==> src/rtl/irq_cascade_pkg.sv <==
// Package: shared constants for the cascaded interrupt cause controller.
// Assumes 32-bit groups and a 4-bit word offset register bus.
package irq_cascade_pkg;
    localparam int GRP_W    = 32;
    localparam int NUM_W    = 7;
    localparam int LANE_W   = 8;
    localparam int SUM_BASE = 24;

    // Register word offsets
    localparam int OFF_LO_CAUSE  = 0;
    localparam int OFF_HI_CAUSE  = 1;
    localparam int OFF_GPP_CAUSE = 2;
    localparam int OFF_LO_MASK   = 3;
    localparam int OFF_HI_MASK   = 4;
    localparam int OFF_GPP_MASK  = 5;
    localparam int OFF_VECTOR    = 6;

    localparam logic [GRP_W-1:0] LO_VALID    = 32'h3DFF_FFFE;
    localparam logic [GRP_W-1:0] HI_VALID    = 32'h0F00_0DB7;
    localparam logic [GRP_W-1:0] HI_MASK_RST = 32'h0F00_0000;
    localparam logic [NUM_W-1:0] SPUR_CODE   = 7'h7F;
endpackage

==> src/rtl/irq_prio_find.sv <==
// Module: highest-set-bit finder over a W-bit request vector.
// Assumes nothing about one-hotness; idx is 0 when found is low.
module irq_prio_find #(
    parameter int W = 32,
    localparam int IW = $clog2(W)
) (
    input  logic [W-1:0]  req,
    output logic          found,
    output logic [IW-1:0] idx
);
    // Scan upward so that the last (highest) set bit is kept
    always_comb begin
        found = |req;
        idx   = '0;
        for (int i = 0; i < W; i++) begin
            if (req[i]) idx = IW'(i);
        end
    end
endmodule

==> src/rtl/irq_gpp_cause.sv <==
// Module: sticky GPP cause register with write-zero-to-clear and
// per-lane enabled summaries. Assumes W is a multiple of LANE_W.
module irq_gpp_cause #(
    parameter int W      = 32,
    parameter int LANE_W = 8,
    localparam int LANES = W / LANE_W
) (
    input  logic             clk,
    input  logic             rst_n,
    input  logic [W-1:0]     req_i,
    input  logic             clr_we_i,
    input  logic [W-1:0]     keep_i,
    input  logic [W-1:0]     mask_i,
    output logic [W-1:0]     cause_o,
    output logic [LANES-1:0] lane_sum_o
);
    logic [W-1:0] cause_q;

    // Set from requests, clear bits written as zero; set dominates
    always_ff @(posedge clk) begin
        if (!rst_n) begin
            cause_q <= '0;
        end else begin
            cause_q <= (clr_we_i ? (cause_q & keep_i) : cause_q) | req_i;
        end
    end

    assign cause_o = cause_q;

    // One enabled-OR summary per byte lane
    for (genvar k = 0; k < LANES; k++) begin : g_lane
        assign lane_sum_o[k] = |(cause_q[k*LANE_W +: LANE_W] & mask_i[k*LANE_W +: LANE_W]);
    end
endmodule

==> src/rtl/irq_cascade_sel.sv <==
// Module: two-level vector selection. Low group first, then high group;
// a high pick at or above SUM_BASE redirects into the GPP group (+64).
// Assumes all inputs are registered state; output is combinational.
module irq_cascade_sel #(
    parameter int               W        = 32,
    parameter int               NW       = 7,
    parameter int               SUM_BASE = 24,
    parameter logic [W-1:0]     LO_FILT  = 32'h3DFF_FFFE,
    parameter logic [W-1:0]     HI_FILT  = 32'h0F00_0DB7,
    parameter logic [NW-1:0]    SPUR     = 7'h7F,
    localparam int              IW       = $clog2(W)
) (
    input  logic [W-1:0]  lo_cause_i,
    input  logic [W-1:0]  lo_mask_i,
    input  logic [W-1:0]  hi_cause_i,
    input  logic [W-1:0]  hi_mask_i,
    input  logic [W-1:0]  gpp_cause_i,
    input  logic [W-1:0]  gpp_mask_i,
    output logic          valid_o,
    output logic [NW-1:0] num_o
);
    logic          lo_found, hi_found, gpp_found;
    logic [IW-1:0] lo_idx, hi_idx, gpp_idx;

    irq_prio_find #(.W(W)) i_find_lo (
        .req(lo_cause_i & LO_FILT & lo_mask_i), .found(lo_found), .idx(lo_idx));
    irq_prio_find #(.W(W)) i_find_hi (
        .req(hi_cause_i & HI_FILT & hi_mask_i), .found(hi_found), .idx(hi_idx));
    irq_prio_find #(.W(W)) i_find_gpp (
        .req(gpp_cause_i & gpp_mask_i), .found(gpp_found), .idx(gpp_idx));

    // Cascade priority: low group, then high group, then GPP via summary
    always_comb begin
        valid_o = 1'b0;
        num_o   = SPUR;
        if (lo_found) begin
            valid_o = 1'b1;
            num_o   = NW'(lo_idx);
        end else if (hi_found) begin
            if (int'(hi_idx) >= SUM_BASE) begin
                if (gpp_found) begin
                    valid_o = 1'b1;
                    num_o   = NW'(2 * W) + NW'(gpp_idx);
                end
            end else begin
                valid_o = 1'b1;
                num_o   = NW'(W) + NW'(hi_idx);
            end
        end
    end
endmodule

==> src/rtl/irq_cascade_ctrl.sv <==
// Module: top of the cascaded interrupt cause controller. Holds the main
// cause and mask registers, decodes the single-cycle register bus and
// drives the CPU interrupt line. Assumes reads are combinational and
// writes take effect at the clock edge where bus_we_i is high.
module irq_cascade_ctrl
    import irq_cascade_pkg::*;
#(
    parameter int DATA_W = 32,
    parameter int ADDR_W = 4
) (
    input  logic              clk,
    input  logic              rst_n,
    input  logic [DATA_W-1:0] src_lo_i,
    input  logic [DATA_W-1:0] src_hi_i,
    input  logic [DATA_W-1:0] gpp_i,
    input  logic [ADDR_W-1:0] bus_addr_i,
    input  logic              bus_we_i,
    input  logic [DATA_W-1:0] bus_wdata_i,
    output logic [DATA_W-1:0] bus_rdata_o,
    output logic              cpu_irq_o
);
    localparam int LANES = DATA_W / LANE_W;
    localparam logic [DATA_W-1:0] SUM_FIELD = DATA_W'({LANES{1'b1}}) << SUM_BASE;
    localparam logic [ADDR_W-1:0] A_LO_CAUSE  = ADDR_W'(OFF_LO_CAUSE);
    localparam logic [ADDR_W-1:0] A_HI_CAUSE  = ADDR_W'(OFF_HI_CAUSE);
    localparam logic [ADDR_W-1:0] A_GPP_CAUSE = ADDR_W'(OFF_GPP_CAUSE);
    localparam logic [ADDR_W-1:0] A_LO_MASK   = ADDR_W'(OFF_LO_MASK);
    localparam logic [ADDR_W-1:0] A_HI_MASK   = ADDR_W'(OFF_HI_MASK);
    localparam logic [ADDR_W-1:0] A_GPP_MASK  = ADDR_W'(OFF_GPP_MASK);
    localparam logic [ADDR_W-1:0] A_VECTOR    = ADDR_W'(OFF_VECTOR);

    logic [DATA_W-1:0] lo_cause_q, hi_cause_q;
    logic [DATA_W-1:0] lo_mask_q, hi_mask_q, gpp_mask_q;
    logic [DATA_W-1:0] gpp_cause, hi_cause_eff;
    logic [LANES-1:0]  lane_sum;
    logic              vec_valid;
    logic [NUM_W-1:0]  vec_num;
    logic              wr_gpp_cause;

    // Sample the main group request levels; summary field stays zero
    always_ff @(posedge clk) begin
        if (!rst_n) begin
            lo_cause_q <= '0;
            hi_cause_q <= '0;
        end else begin
            lo_cause_q <= src_lo_i;
            hi_cause_q <= src_hi_i & ~SUM_FIELD;
        end
    end

    // Mask registers written from the bus
    always_ff @(posedge clk) begin
        if (!rst_n) begin
            lo_mask_q  <= '0;
            hi_mask_q  <= HI_MASK_RST;
            gpp_mask_q <= '0;
        end else if (bus_we_i) begin
            if (bus_addr_i == A_LO_MASK)  lo_mask_q  <= bus_wdata_i;
            if (bus_addr_i == A_HI_MASK)  hi_mask_q  <= bus_wdata_i;
            if (bus_addr_i == A_GPP_MASK) gpp_mask_q <= bus_wdata_i;
        end
    end

    assign wr_gpp_cause = bus_we_i && (bus_addr_i == A_GPP_CAUSE);

    irq_gpp_cause #(.W(DATA_W), .LANE_W(LANE_W)) i_gpp (
        .clk        (clk),
        .rst_n      (rst_n),
        .req_i      (gpp_i),
        .clr_we_i   (wr_gpp_cause),
        .keep_i     (bus_wdata_i),
        .mask_i     (gpp_mask_q),
        .cause_o    (gpp_cause),
        .lane_sum_o (lane_sum)
    );

    // Overlay the GPP lane summaries onto the high cause
    assign hi_cause_eff = hi_cause_q | (DATA_W'(lane_sum) << SUM_BASE);

    irq_cascade_sel #(
        .W        (DATA_W),
        .NW       (NUM_W),
        .SUM_BASE (SUM_BASE),
        .LO_FILT  (LO_VALID),
        .HI_FILT  (HI_VALID),
        .SPUR     (SPUR_CODE)
    ) i_sel (
        .lo_cause_i  (lo_cause_q),
        .lo_mask_i   (lo_mask_q),
        .hi_cause_i  (hi_cause_eff),
        .hi_mask_i   (hi_mask_q),
        .gpp_cause_i (gpp_cause),
        .gpp_mask_i  (gpp_mask_q),
        .valid_o     (vec_valid),
        .num_o       (vec_num)
    );

    assign cpu_irq_o = vec_valid;

    // Combinational read-data decode
    always_comb begin
        bus_rdata_o = '0;
        case (bus_addr_i)
            A_LO_CAUSE:  bus_rdata_o = lo_cause_q;
            A_HI_CAUSE:  bus_rdata_o = hi_cause_eff;
            A_GPP_CAUSE: bus_rdata_o = gpp_cause;
            A_LO_MASK:   bus_rdata_o = lo_mask_q;
            A_HI_MASK:   bus_rdata_o = hi_mask_q;
            A_GPP_MASK:  bus_rdata_o = gpp_mask_q;
            A_VECTOR: begin
                bus_rdata_o[DATA_W-1]  = vec_valid;
                bus_rdata_o[NUM_W-1:0] = vec_num;
            end
            default:     bus_rdata_o = '0;
        endcase
    end
endmodule

==> config.mk <==
export PLATFORM = sky130hd
export DESIGN_NAME = irq_cascade_ctrl
export DESIGN_NICKNAME = d
export VERILOG_FILES = /design/src/rtl/irq_cascade_pkg.sv /design/src/rtl/irq_prio_find.sv /design/src/rtl/irq_gpp_cause.sv /design/src/rtl/irq_cascade_sel.sv /design/src/rtl/irq_cascade_ctrl.sv
export SDC_FILE = /design/constraint.sdc
export NUM_CORES = 1
export LEC_CHECK = 0
export ABC_AREA = 1
export BUFFER_PORTS_ARGS = -buffer_cell sky130_fd_sc_hd__buf_4
export CAP_MARGIN = 20
export CORE_ASPECT_RATIO = 1.25
export CORE_UTILIZATION = 57
export CTS_CLUSTER_SIZE = 25
export DETAILED_ROUTE_END_ITERATION = 8
export PLACE_DENSITY = 0.77
export REMOVE_ABC_BUFFERS = 1
export SKIP_CTS_REPAIR_TIMING = 1
export SLEW_MARGIN = 5
export SYNTH_ARGS = -nofsm -noshare
export SYNTH_HDL_FRONTEND = slang
export SYNTH_HIERARCHICAL = 1
export SYNTH_SLANG_ARGS = --single-unit
==> constraint.sdc <==
create_clock -name clk -period 3.48 [get_ports clk]
set_clock_uncertainty 0.15 [all_clocks]
set_input_delay 0.348 -clock clk [delete_from_list [all_inputs] [get_ports clk]]
set_output_delay 0.348 -clock clk [all_outputs]
set_load 0.05 [all_outputs]
== Word-level counts from Yosys, hierarchy flattened ==
Index checks and enable logic that the tools add are counted.

* Latch bits: 0
* Memory bits (read-only): 0
* Memories kept: 0
* Register bits: 192
* Memory bits (writable): 0
* Bits of input ports: 135
* Output and inout bits: 33
* Word-level logic and storage cells: 143

* Reduce and logical (&&, ||, !) cells: 12
* Divide/modulo/power cells: 0
* Equality and inequality tests: 6
* Bitwise logic cells: 10
* Shift-type cells: 0
* Magnitude comparators: 1
* Muxes and demuxes: 105
* Add/subtract/negate cells: 2
* $mul: 0

{| class="wikitable"
|+ Operator list
! operator !! number
|-
| 2-to-1 mux 5 bit || 90
|-
| case mux 24 bit (6 select lines) || 1
|-
| OR reduction 32 bit || 3
|-
| AND 32 bit || 2
|-
| case mux 7 bit (7 select lines) || 1
|-
| AND 28 x 32 -> 32 bit || 1
|-
| AND 30 x 32 -> 32 bit || 1
|-
| AND 8 bit || 4
|-
| 2-to-1 mux 32 bit || 1
|-
| bitwise OR 32 x 28 -> 32 bit || 1
|-
| bitwise OR 32 bit || 1
|-
| OR reduction 8 bit || 4
|-
| 2-to-1 mux 7 bit || 4
|-
| equality test 4 x 3 -> 1 bit, second input constant || 3
|-
| equality test 4 x 2 -> 1 bit, second input constant || 2
|-
| adder 6 x 5 -> 7 bit, first input constant || 1
|-
| adder 7 x 5 -> 7 bit, first input constant || 1
|-
| 2-to-1 mux 1 bit || 7
|-
| case mux 1 bit (7 select lines) || 1
|-
| AND reduction 2 bit || 3
|-
| >= comparator 5 bit, second input constant || 1
|-
| equality test 4 x 1 -> 1 bit, second input constant || 1
|-
| logical NOT 4 bit || 1
|-
| logical AND 1 bit || 1
|}

== Depth between registers and ports, before layout ==
Gate-level depths: netlist (run 1).

* Depth in word-level cells: 40
* Mapped depth: 41
* Mapped depth without buffers: 41

== Cells and area by module ==
Netlist (run 1), hierarchy kept.

{| class="wikitable"
|+ Modules (own cells, without submodules)
! module !! instances !! sequential area each (µm²) !! cells an instance !! area each (µm²)
|-
| irq_cascade_ctrl || 1 || 3123.0 || 1346 || 7951.4
|-
| irq_gpp_cause || 1 || 640.6 || 259 || 1581.5
|-
| irq_prio_find || 3 || 0.0 || 106 || 429.2
|-
| irq_cascade_sel || 1 || 0.0 || 187 || 725.7
|}

== Least setup slack after synthesis (run 1) ==
OpenSTA, ideal clock, no wires.

* Kind: register -> output
* From: reg i_gpp.cause_q[3], in the netlist i_gpp/cause_o[3]
* To: out bus_rdata_o[0]
* Data required time: 2.982 ns
* Arrival: 2.488 ns
* Path buffers: 0
* Stages on the path, launching flop included: 41
* Path slack: 0.494 ns
* Cells stage by stage: dfxtp_1 -> nand2_1 -> inv_1 -> inv_2 -> nand2_1 -> nand2_1 -> nand2_1 -> nand2_1 -> nand2_1 -> nand2_1 -> nand2_1 -> nand2_1 -> nand2_1 -> nand2_1 -> nand2_1 -> nand2_1 -> nand2_1 -> nand2_1 -> (+5 left out) -> nand2_1 -> nand2_1 -> nand2_1 -> nand2_1 -> nand2_1 -> nand2_1 -> nand2_1 -> nand2_1 -> nand2_1 -> nand2_1 -> inv_1 -> a21oi_1 -> nor2_1 -> nor2_1 -> nand3_1 -> nand2_1 -> nor2_1 -> nand2_1

* Longest elaborated chain between the ends: 36
* Elaborated cells on any way between the ends: 52
* Classes of those cells: add/sub: 2; order compare: 1; mux: 42; bitwise: 4; reduce/logical: 3

{| class="wikitable"
|+ Ends and longest elaborated chain
! element !! line !! text
|-
| start, declared || irq_gpp_cause.sv:17 || <nowiki>logic [W-1:0] cause_q;</nowiki>
|-
| start signal, assigned || irq_gpp_cause.sv:24 || <nowiki>cause_q <= (clr_we_i ? (cause_q & keep_i) : cause_q) | req_i;</nowiki>
|-
| AND 32 bit || irq_cascade_sel.sv:30 || <nowiki>.req(gpp_cause_i & gpp_mask_i), .found(gpp_found), .idx(gpp_idx));</nowiki>
|-
| 2-to-1 mux 5 bit (29 in series) || irq_prio_find.sv:16 || <nowiki>if (req[i]) idx = IW'(i);</nowiki>
|-
| net i_sel.gpp_idx[0] || irq_cascade_sel.sv:23 || <nowiki>logic [IW-1:0] lo_idx, hi_idx, gpp_idx;</nowiki>
|-
| adder 7 x 5 -> 7 bit || irq_cascade_sel.sv:43 || <nowiki>num_o = NW'(2 * W) + NW'(gpp_idx);</nowiki>
|-
| 2-to-1 mux 7 bit || irq_cascade_sel.sv:41 || <nowiki>if (gpp_found) begin</nowiki>
|-
| 2-to-1 mux 7 bit || irq_cascade_sel.sv:40 || <nowiki>if (int'(hi_idx) >= SUM_BASE) begin</nowiki>
|-
| 2-to-1 mux 7 bit || irq_cascade_sel.sv:39 || <nowiki>end else if (hi_found) begin</nowiki>
|-
| 2-to-1 mux 7 bit || irq_cascade_sel.sv:36 || <nowiki>if (lo_found) begin</nowiki>
|-
| net vec_num[0] || irq_cascade_ctrl.sv:37 || <nowiki>logic [NUM_W-1:0] vec_num;</nowiki>
|-
| case mux 7 bit (7 select lines) || irq_cascade_ctrl.sv:103 || <nowiki>case (bus_addr_i)</nowiki>
|-
| end, declared || irq_cascade_ctrl.sv:19 || <nowiki>output logic [DATA_W-1:0] bus_rdata_o,</nowiki>
|}

The timed path passes the listed nets, and every way through them passes these cells.

== Worst setup path in the final report (run 1) ==
* From: reg lo_mask_q[1]
* To: out bus_rdata_o[0]

* Longest elaborated chain between the ends: 34
* Elaborated cells on any way between the ends: 35
* Classes of those cells: mux: 33; bitwise: 1; reduce/logical: 1

{| class="wikitable"
|+ Ends and longest elaborated chain
! element !! line !! text
|-
| start, declared || irq_cascade_ctrl.sv:33 || <nowiki>logic [DATA_W-1:0] lo_mask_q, hi_mask_q, gpp_mask_q;</nowiki>
|-
| start signal, assigned || irq_cascade_ctrl.sv:58 || <nowiki>if (bus_addr_i == A_LO_MASK) lo_mask_q <= bus_wdata_i;</nowiki>
|-
| AND 30 x 32 -> 32 bit || irq_cascade_sel.sv:26 || <nowiki>.req(lo_cause_i & LO_FILT & lo_mask_i), .found(lo_found), .idx(lo_idx));</nowiki>
|-
| 2-to-1 mux 1 bit || irq_prio_find.sv:16 ||
|-
| 2-to-1 mux 5 bit (30 in series) || irq_prio_find.sv:16 ||
|-
| net i_sel.lo_idx[0] || irq_cascade_sel.sv:23 ||
|-
| 2-to-1 mux 7 bit || irq_cascade_sel.sv:36 ||
|-
| net vec_num[0] || irq_cascade_ctrl.sv:37 ||
|-
| case mux 7 bit (7 select lines) || irq_cascade_ctrl.sv:103 ||
|}

The timed path passes the listed nets, and every way through them passes these cells.

==> impl_summary.md, run 1 <==
STA
The final worst slack is -0.311 ns. The max-slew violation count is 0. The final critical-path required period is 3.79 ns.

Hold timing on the final database bottoms out at a slack of -0.00510 ns. Adding up every negative setup slack in the final design gives -0.311 ns. The number of hold violations in the final report came to 4.

Setup violations remaining at the end of the flow were counted as 1. The post-route fraction of the period consumed by the critical path is 1.09. The remaining max-slew budget at the tightest pin is 0.441. For the pin with the worst max-slew slack, the measured transition is about 0.84 ns.

The achievable frequency is between 0.2 and 0.3 GHz. Setup repair after global routing could not meet its margin everywhere.

Placement
Once detailed placement completed, the half-perimeter wirelength came to ~24 mm. In this run the tool buffered the top-level ports with 163 buffer cells. The minimum setup slack after placement is 0.146 ns. The weighted congestion at the end of routability-driven global placement is around 0.93.

Cells and area
The library cells used most frequently in the layout, excluding fill and tap cells, are nand2_1, inv_1, nor2_1. The number of diodes added for antenna fixing is 0. The net count reported at finish is 2487. The synthesis-to-layout area growth is 26.1%. Leaving out fill and tap cells, the most frequent cell in the layout is nand2_1. The share of the core filled with cells in the final layout is 0.742. Of the cells placed in the final design, the portion with a size suffix greater than 1 is 0.131.

Die
The floorplan has between 50 and 60 rows. The number of top-level design ports is ~170. The starting density of the core is 0.589. The placeable core area is 19600 um2.

In this run the vertical extent of the chip is 161 um. The area of the die is between 20000 and 25000 um2. The overall die width is 129 um.

Global routing
The first-pass GRT wire length is 55.1 mm. Across every metal layer, demand over resource in global routing totals 0.341. The sum of overflow across all layers after global routing is 0.

The via count of the first global-routing pass was 11400. Entering global routing, the biggest net connects roughly 70 pins. The initial antenna violation count is 1.

Setup path
STA classifies the critical path endpoint as a primary output. The family with the most delay on the worst path is simple AND/OR/NAND/NOR gates. The slack of the worst reg-to-reg path is 2.62 ns. The depth of the worst register-to-register path is 4. At the worst endpoint, the required time is 2.98 ns. The critical path is of the flip-flop to primary output type.

The most repeated library cell on the critical path is nand2_1. For the worst setup path, the data arrival time is 3.29 ns. The launching element type of the critical path is a flip-flop. The delay of the slowest cell on the worst path is approximately 0.36 ns. The startpoint of the most critical register-to-register path is lo_mask_q[23]$_SDFFE_PN0P_. In this run the worst path has a maximum fanout of 3. The cell with the biggest individual delay on the critical path is dfxtp_1.

The critical path contains buffers and inverters numbering 2 combined. The endpoint of the lowest-slack register-to-register path is lo_mask_q[23]$_SDFFE_PN0P_.

Power
The peak supply drop is 0.000337 V. The total design power is ~5.0 mW. The power density over cell area is 346 nW/um2. The analysis attributes to cell leakage a power of 8.77 nW.

Logic synthesis
The count of yosys warnings during synthesis is 6. The post-synthesis sequential element count is 188. Of all flip-flops after synthesis, the portion carrying an async set or reset was 0.

Counting distinct cell types in the post-synthesis netlist gives 22. In this run the mean area of a mapped cell was 5.47 um2. The dominant register cell in the synthesized netlist is dfxtp_1.

The mapped netlist covers 11500 um2. The post-synthesis instance total is between 2000 and 2500. The number of synthesized flops with an enable pin is 0. Of the synthesized area, sequential elements account for 0.326.

Detailed routing
The number of DRC markers in iteration 0 is 851. Summing over every cut layer, the via total after detailed routing is 12700. The via density per instance is 4.85. The first detailed-routing pass ran for 6 iterations. The detailed-route wire length per cell is 13.6 um.

For this run, design rule violations remaining after detail routing come to 0. The final layout contains routed wiring with a total length of 35.7 mm. The count of nets left with antenna violations once routing finished came out at 0.

CTS
The deepest level of the CTS H-tree is 4. The clock tree from TritonCTS is built. The clock latency on the worst-skew pair is 0.44 ns.

The maximum clock insertion buffer count is 2. The number of clock sinks is between 150 and 200. TritonCTS created 17 clock buffers. Clock-pin slew was measured on the worst setup and hold paths at roughly 0.08 ns. Clock tree synthesis selected as its root buffer the cell clkbuf_16.

Job
The tool flagged a number of max-cap violations equal to 0.

Status
The final reports fail on negative hold slack, negative setup slack. The flow ran to the end, but the final reports show violations.

Worst hold path
The type of the most critical hold path is input port to flip-flop. The start point of the worst hold path is gpp_i[0]. The end of the worst hold path is i_gpp/cause_o[0]$_SDFF_PN0_. Along the worst hold path, the cell count comes to 3.
[cells in the mapped netlist, types with 6 or more instances]
library cell	instances	area, um2
nand2_1	723	2710
a21oi_2	6	52.6
nor2_1	273	1020
buf_2	32	160
inv_2	15	56.3
clkbuf_1	39	146
nand3_1	244	1220
dfxtp_1	188	3760
o21ai_0	12	60.1
a21oi_1	31	155
inv_1	510	1910
buf_1	9	33.8
[tightest hold or removal path: stages]
cell and delay [ns]:
buf_4 0.10, inv_1 0.04, a21oi_1 0.05
[how the worst max path moves through the flow]
stage                                      from  depth (start not counted)  slack [ns]                          to
floorplan                         bus_addr_i[0]                          5       -0.96  hi_mask_q[24]$_SDFFE_PN1P_
global placement    i_gpp/cause_o[1]$_SDFF_PN0_                         41        0.16              bus_rdata_o[0]
finish                lo_mask_q[1]$_SDFFE_PN0P_                         39       -0.31              bus_rdata_o[0]
detailed placement  i_gpp/cause_o[1]$_SDFF_PN0_                         41        0.15              bus_rdata_o[0]
global route        i_gpp/cause_o[1]$_SDFF_PN0_                         41       -0.76              bus_rdata_o[0]
CTS                 i_gpp/cause_o[1]$_SDFF_PN0_                         41       -0.35              bus_rdata_o[0]
[report_power, final]
group          total, mW  switching, mW  internal (mW)
Clock               1.88          0.942          0.942
Sequential          2.31         0.0662           2.24
Combinational      0.848          0.512          0.335
Total               5.04           1.52           3.52
[routing by layer]
metal	routed length, um	GRT usage	vias up
li1	-	-	6513
met1	14100	0.407	5574
met2	17300	0.580	535
met3	2680	0.0553	116
met4	1570	0.186	2
met5	13	0	-
[stage by stage]
stage	instances	area [um2]
final	2629	14600
after CTS	2557	13700
after floorplan	2071	11300
after global placement	2526	13200
after global routing	2629	14600
after detailed placement	2526	13200
[layout make-up]
cell class,instances,area (um2)
Fill cell,1739,5050
Timing Repair Buffer,262,2190
Inverter,528,2020
Clock inverter,14,128
Clock buffer,17,425
Tap cell,265,332
Multi-Input combinational cell,1355,5660
Sequential cell,188,3800
[flip-flops by register name (all words and copies together), names as in the netlist]
name	cells
gpp_mask_q	32
hi_mask_q	32
hi_cause_q	28
i_gpp/cause_o	32
lo_mask_q	32
lo_cause_q	32
[cells by family after synthesis]
family                 after synthesis  synth area share
other                                1          0.000325
AO/OA/AOI/OAI                       59            0.0293
flip-flops                         188             0.326
buffers and inverters              611             0.208
AND/OR/NAND/NOR                   1251             0.437
Note: power is estimated with default switching activity, not from simulation.
==> run 2: changes to the inputs <==
CORE_UTILIZATION = 40   (was 57)
CTS_CLUSTER_DIAMETER = 50   (was default)
PLACE_DENSITY = 0.56   (was 0.77)
SKIP_CTS_REPAIR_TIMING = default   (was 1)
==> run 2 against run 1 <==
Against the previous run: the flow finishes with violations (negative setup slack); combinational power increased by 3.8%; wire length increased by 4.0%; largest power group unchanged; largest cell class unchanged; cell count rose by 4.9%; power up 5.1%; register-to-register slack worse by 0.04 ns.
==> impl_summary.md, run 2 (synthesis results as in run 1) <==
STA
Setup violations remaining at the end of the flow were counted as 1. The post-route fraction of the period consumed by the critical path is 1.05. Headroom to the max-slew limit came out at 0.376. The number of hold violations in the final report is 0. The max-slew violation count came to 0. After layout, the worst setup slack is -0.182 ns. On the final layout, the worst hold slack is 0.0106 ns. The final setup TNS is -0.182 ns. Setup repair after global routing could not meet its margin everywhere. After layout, the minimum clock period comes to ~3.7 ns.

For the pin with the worst max-slew slack, the measured transition is 0.936 ns. The achievable frequency is between 0.2 and 0.3 GHz.

Setup path
STA puts the critical path data arrival time at approximately 3.2 ns. The delay of the slowest cell on the worst path is 0.33 ns. At the worst endpoint, the required time is 2.98 ns. The endpoint identified for the worst register-to-register timing path is i_gpp/cause_o[2]$_SDFF_PN0_. The launching element type of the critical path is a flip-flop. Setup slack on the worst reg-to-reg path comes out at about 2.6 ns. The worst setup path is captured at a primary output. The count of buffering cells on the critical path with inverters included is 4. The startpoint-to-endpoint class of the critical path is flip-flop to primary output. Measured in cells, the most critical reg-to-reg path has a length of 3. The most repeated library cell on the critical path is nand2_1. In this run the worst path has a maximum fanout of 3. The startpoint of the most critical register-to-register path is i_gpp/cause_o[2]$_SDFF_PN0_. Broken down by cell family, the worst path's largest delay share belongs to simple AND/OR/NAND/NOR gates. The cell with the biggest individual delay on the critical path is dfxtp_2.

Detailed routing
Wires add up to 37.2 mm. The number of DRC markers in iteration 0 is 620. The via density per instance is 4.48. The total iterations of the first detailed-routing run is 5. The residual DRC count is 0. Detailed routing placed a total of 18.7 mm of wire on met2. The top layer reached by signal wires is met4. After detailed routing, the met3 layer carries 1.29 mm of wire.

The final route contains 12400 vias. For this block, wires on met1 add up to 16.5 mm. After detailed routing, the average wire length per cell comes to 13.5 um. The remaining antenna violation count is 0.

Power
Of the total power, registers draw 0.435. The internal power of the cells is 3.80 mW. The total design power is about 5.3 mW. Of the total power, combinational logic draws 0.166. The switching share of total power is 0.283. The worst-case IR drop observed on VDD is 0.000244 V. The leakage power total is 8.94 nW.

In this run the power density over the cells is around 350 nW/um2. In this run the power spent charging and discharging nets is 1.50 mW. The proportion of power drawn by the clock network is 0.399.

Global routing
The first-pass GRT wire length is 58.5 mm. Entering global routing, the biggest net connects ~160 pins. After global routing the overflow that remains totals 0. The via count of the first global-routing pass is 11300.

The initial antenna violation count is 0. For this run, the total global-route usage over all layers was measured as 0.257.

CTS
The number of clock sinks is 188. At the later pin of the worst-skew pair, clock insertion delay measures 0.44 ns. The clock transition time at the flip-flop clock pins of the worst setup and hold paths is 0.07 ns. The maximum clock insertion buffer count is 2. The deepest level of the CTS H-tree is 4. The number of CTS-inserted buffers is 17. TritonCTS built the clock tree. The tree is rooted in a clkbuf_16.

Job
Across the run, the number of max-cap violations was 0.

Cells and area
The synthesis-to-layout area growth is 30.8%. Leaving out fill and tap cells, the most frequent cells in the layout are nand2_1, inv_1, nor2_1. The number of diodes added for antenna fixing is 0. The library cell used most frequently in the layout, excluding fill and tap cells, is nand2_1. The fraction of final layout cells sized beyond drive strength 1 is 0.131.

The net count reported at finish is about 2500.

Placement
The count of buffers added on input and output ports is around 160. Prior to clock tree synthesis, the placed netlist has a worst setup slack of 0.112 ns. The weighted congestion at the end of routability-driven global placement is 0.857. The post-detailed-placement half-perimeter wirelength is 24.8 mm.

Worst hold path
The worst hold path was traced through 3 stages. The worst hold path terminates at i_gpp/cause_o[2]$_SDFF_PN0_. The type of the most critical hold path is input port to flip-flop. The worst hold path begins at gpp_i[2].

Die
The placeable core area is 28400 um2. The die is 154 um wide. Measured along the y axis, the die boundary spans approximately 190 um. For this configuration, the core starts out at a cell density of 0.407. The die covers 29600 um2. about 170 I/O pins were placed. The site row count is 69.

Status
The final reports fail on negative setup slack. The flow ran to the end, but the final reports show violations.
-- run 2: changes by cell type in the layout (fill, tap and decap cells not counted), moves of 2 or more --
cell / delta
buf_4: +5
inv_6: -2
inv_2: +5
clkbuf_8: +3
nand2_2: +6
bufinv_16: +3
dlygate4sd3_1: +32
nand2_1: -5
dfxtp_1: +12
inv_1: -5
dfxtp_2: -13
inv_8: -3
-- run 2: worst register-to-register path, delay by kind of cell (launching register included) --
| family | cells | cell delay (ns) |
|---|---|---|
| flip-flops | 1 | 0.33 |
| buffers and inverters | 1 | 0.14 |
| AO/OA/AOI/OAI | 1 | 0.06 |
| AND/OR/NAND/NOR | 1 | 0.07 |
-- run 2: worst max path at each step --
stage,depth (start not counted),from,endpoint
2_1_floorplan,5,bus_addr_i[0],hi_mask_q[24]$_SDFFE_PN1P_
3_3_place_gp,41,i_gpp/cause_o[1]$_SDFF_PN0_,bus_rdata_o[0]
3_5_place_dp,41,i_gpp/cause_o[1]$_SDFF_PN0_,bus_rdata_o[0]
4_1_cts,42,i_gpp/cause_o[2]$_SDFF_PN0_,bus_rdata_o[0]
5_1_grt,42,i_gpp/cause_o[2]$_SDFF_PN0_,bus_rdata_o[0]
6_report,42,i_gpp/cause_o[2]$_SDFF_PN0_,bus_rdata_o[0]
-- run 2: cell type report --
class	instances	area, um2
Tap cell	355	444
Sequential cell	188	3790
Inverter	528	2020
Fill cell	3041	13300
Clock inverter	12	159
Multi-Input combinational cell	1355	5660
Timing Repair Buffer	300	2560
Clock buffer	20	467
-- run 2: stage by stage --
| step | cells | util | area (um2) |
|---|---|---|---|
| after floorplan | 2071 | - | 11300 |
| after global placement | 2619 | 0.468 | 13300 |
| after detailed placement | 2619 | 0.468 | 13300 |
| after CTS | 2757 | 0.528 | 15000 |
| after global routing | 2758 | 0.532 | 15100 |
| final | 2758 | 0.532 | 15100 |
-- run 2: power groups by stage --
stage / clock network [mW] / logic, mW / registers [mW]
floorplan: 0 / 0.416 / 2.33
global placement: 0 / 0.765 / 2.35
detailed placement: 0 / 0.770 / 2.35
CTS: 2.16 / 0.869 / 2.30
global route: 2.24 / 0.974 / 2.32
finish: 2.11 / 0.880 / 2.30
-- run 2: per-layer routing --
metal,GRT usage,up-vias
li1,-,6591
met3,0.0307,39
met4,0.0792,0
met1,0.308,5451
met2,0.476,270
met5,0,-
-- run 2: timing repair --
| item | 4_1_cts | 5_1_grt |
|---|---|---|
| endpoints found under the hold margin | 100 | 0 |
| setup endpoints to repair | 7 | 9 |
| pin swaps | 5 | 12 |
| resized for setup | 19 | 37 |
| buffers inserted | 6 | 1 |
| hold buffers | 100 | 0 |
==> run 3: changes to the inputs <==
CAP_MARGIN = default   (was 20)
CTS_BUF_LIST = sky130_fd_sc_hd__clkbuf_4   (was default)
SKIP_CTS_REPAIR_TIMING = 1   (was default)
==> run 3 against run 2 <==
Against the previous run: critical path depth stayed put; critical endpoint unchanged; sequential power about the same; the flow still finishes with violations (negative setup slack); global-route usage decreased by 0.72 points; count of clock-buffer cells in the layout is 3 lower; die area unchanged; via count rose by 1.7%; combinational power rose by 7.2%; sequential share of layout area down 0.29 points; wire length up 1.4%; setup slack got worse by 0.23 ns; design area is 1.7% higher.
==> impl_summary.md, run 3 (synthesis results as in run 1) <==
Setup path
The startpoint identified for the worst register-to-register timing path is i_gpp/cause_o[11]$_SDFF_PN0_. For the worst setup path, the data arrival time is 3.39 ns. The cell with the biggest individual delay on the critical path is dfxtp_1.

The launching element type of the critical path is a flip-flop. The most repeated library cell on the critical path is nand2_1. In this run the register-to-register setup slack is a little over 2 ns. The critical path required time is 2.98 ns. STA classifies the critical path endpoint as a primary output. The setup path with the least slack is of type flip-flop to primary output. The delay of the slowest cell on the worst path is ~0.40 ns. The highest fanout seen on the critical path is 3.

The depth of the worst register-to-register path is 4. The endpoint of the lowest-slack register-to-register path is i_gpp/cause_o[11]$_SDFF_PN0_.

Cells and area
The filler cells instantiated in the layout total 3004. The library cells used most frequently in the layout, excluding fill and tap cells, are nand2_1, inv_1, nor2_1. From synthesis to final layout, the design area changed by 33.0%. The share of the core filled with cells in the final layout is 0.541. The most common cell after layout, fill and taps aside is nand2_1. In the final layout, the share of cells above drive strength 1 is 0.139. The net count of the finished layout is roughly 2600.

Status
The checks that failed: negative setup slack. The run finished, with violations left.

STA
The post-route fraction of the period consumed by the critical path is 1.12. Setup repair after global routing could not meet its margin everywhere. The remaining max-slew budget at the tightest pin is 0.423.

The achievable frequency is 0.257 GHz. Setup violations remaining at the end of the flow were counted as 1. Setup slack on the critical path of the routed design comes to -0.411 ns. The max-slew violation count is 0. The number of hold violations in the final report is 0. The final critical-path required period is 3.89 ns. The worst-margin pin slew is between 0.8 and 0.9 ns.

The final setup TNS is -0.411 ns.

Detailed routing
The final wirelength is between 30 and 40 mm. Using the TritonRoute via totals, the vias-per-cell ratio works out to 4.47. The remaining antenna violation count is 0. The detailed-route wire length per cell is 13.4 um. The residual DRC count is 0. The detailed-route via count is 12600. In this run, the number of DRC markers left after iteration 0 of detailed routing was 563. The total iterations of the first detailed-routing run is 5.

Global routing
In the global route stage, overall resource usage came out at 0.250. Summed over all layers, the global routing overflow is 0. Entering global routing, the biggest net connects 157 pins.

The initial antenna violation count came to 2. The first-pass GRT wire length is 56.6 mm. The via count of the first global-routing pass is 10700.

Power
The leakage power total is approximately 9.0 nW. Across the VDD grid, the largest voltage drop is roughly 0.00018 V. The power density over cell area is between 200 and 300 nW/um2. The total design power is 4.57 mW.

Die
Measured along the x axis, the die boundary spans ~150 um. The floorplan die height is 192 um. The total area inside the core boundary comes to 28400 um2. The initial utilization of the core area, before any placement, comes to 0.407.

The floorplan has 69 rows. The number of top-level design ports is 168. The die covers around 30000 um2.

CTS
At the later pin of the worst-skew pair, clock insertion delay measures 0.60 ns. The clock tree from TritonCTS is built. For this design, the sink count on the clock tree is ~190.

The longest clock path from root to sink contains 2 buffers. After clock tree synthesis, the clock-pin slew on the worst setup and hold paths is 0.16 ns. Counting the buffers created by CTS gives 17. The deepest level of the CTS H-tree is 4. CTS placed an instance of clkbuf_4 at the clock tree root.

Worst hold path
The worst hold path was traced through 4 stages. The end of the worst hold path is lo_cause_q[29]$_SDFF_PN0_. The start point of the worst hold path is rst_n. The worst hold path belongs to the class input port to flip-flop.

Placement
The wire-length estimate of the detail-placed layout is 24.8 mm. Buffers placed on the I/O ports in this run total about 160. The congestion estimate from routability-driven global placement came to roughly 0.86.

Job
The max-cap violation count is 0.
run 3: layout make-up:
| type | instances | area (um2) | area share |
|---|---|---|---|
| Multi-Input combinational cell | 1355 | 5720 | 0.372 |
| Sequential cell | 188 | 3810 | 0.248 |
| Clock buffer | 17 | 128 | 0.00831 |
| Tap cell | 355 | 444 | 0.0289 |
| Clock inverter | 15 | 170 | 0.0111 |
| Antenna cell | 2 | 5.00 | 0.000326 |
| Timing Repair Buffer | 349 | 3060 | 0.199 |
| Inverter | 528 | 2020 | 0.132 |
run 3: routing by layer:
layer / share of wire / vias to the layer above / GRT usage
met5: 0 / - / 0
met4: 0.020 / 0 / 0.0735
met3: 0.040 / 41 / 0.0298
met2: 0.50 / 293 / 0.459
met1: 0.44 / 5538 / 0.303
li1: - / 6690 / -
run 3: worst max path at each step:
| stage | start | end | slack (ns) | cells after the start |
|---|---|---|---|---|
| after CTS | i_gpp/cause_o[1]$_SDFF_PN0_ | bus_rdata_o[0] | -0.59 | 41 |
| final | gpp_mask_q[2]$_SDFFE_PN0P_ | bus_rdata_o[0] | -0.41 | 42 |
| after floorplan | bus_addr_i[0] | hi_mask_q[24]$_SDFFE_PN1P_ | -0.96 | 5 |
| after detailed placement | i_gpp/cause_o[1]$_SDFF_PN0_ | bus_rdata_o[0] | 0.11 | 41 |
| after global placement | i_gpp/cause_o[1]$_SDFF_PN0_ | bus_rdata_o[0] | 0.11 | 41 |
| after global routing | gpp_mask_q[3]$_SDFFE_PN0P_ | bus_rdata_o[0] | -0.94 | 41 |
run 3: metrics by stage:
| step | hold WS (ns) | setup WS (ns) | instances | instance area (um2) |
|---|---|---|---|---|
| floorplan | 0.282 | -0.963 | 2071 | 11300 |
| global placement | 0.330 | 0.109 | 2619 | 13300 |
| detailed placement | 0.334 | 0.112 | 2619 | 13300 |
| CTS | -0.299 | -0.595 | 2651 | 13600 |
| global route | 0.0904 | -0.936 | 2809 | 15400 |
| finish | 0.112 | -0.411 | 2809 | 15400 |
run 3: report_power, final:
part / internal, mW / switching [mW]
Sequential: 2.25 / 0.0656
Combinational: 0.410 / 0.534
Clock: 0.497 / 0.817
run 3: critical path, delay by kind of cell, from the launching register on:
| kind | cells | cell delay (ns) |
|---|---|---|
| and+or+nand+nor | 37 | 2.02 |
| DFF | 1 | 0.40 |
| AOI/OAI and AO/OA | 1 | 0.04 |
| buffers and inverters | 4 | 0.32 |
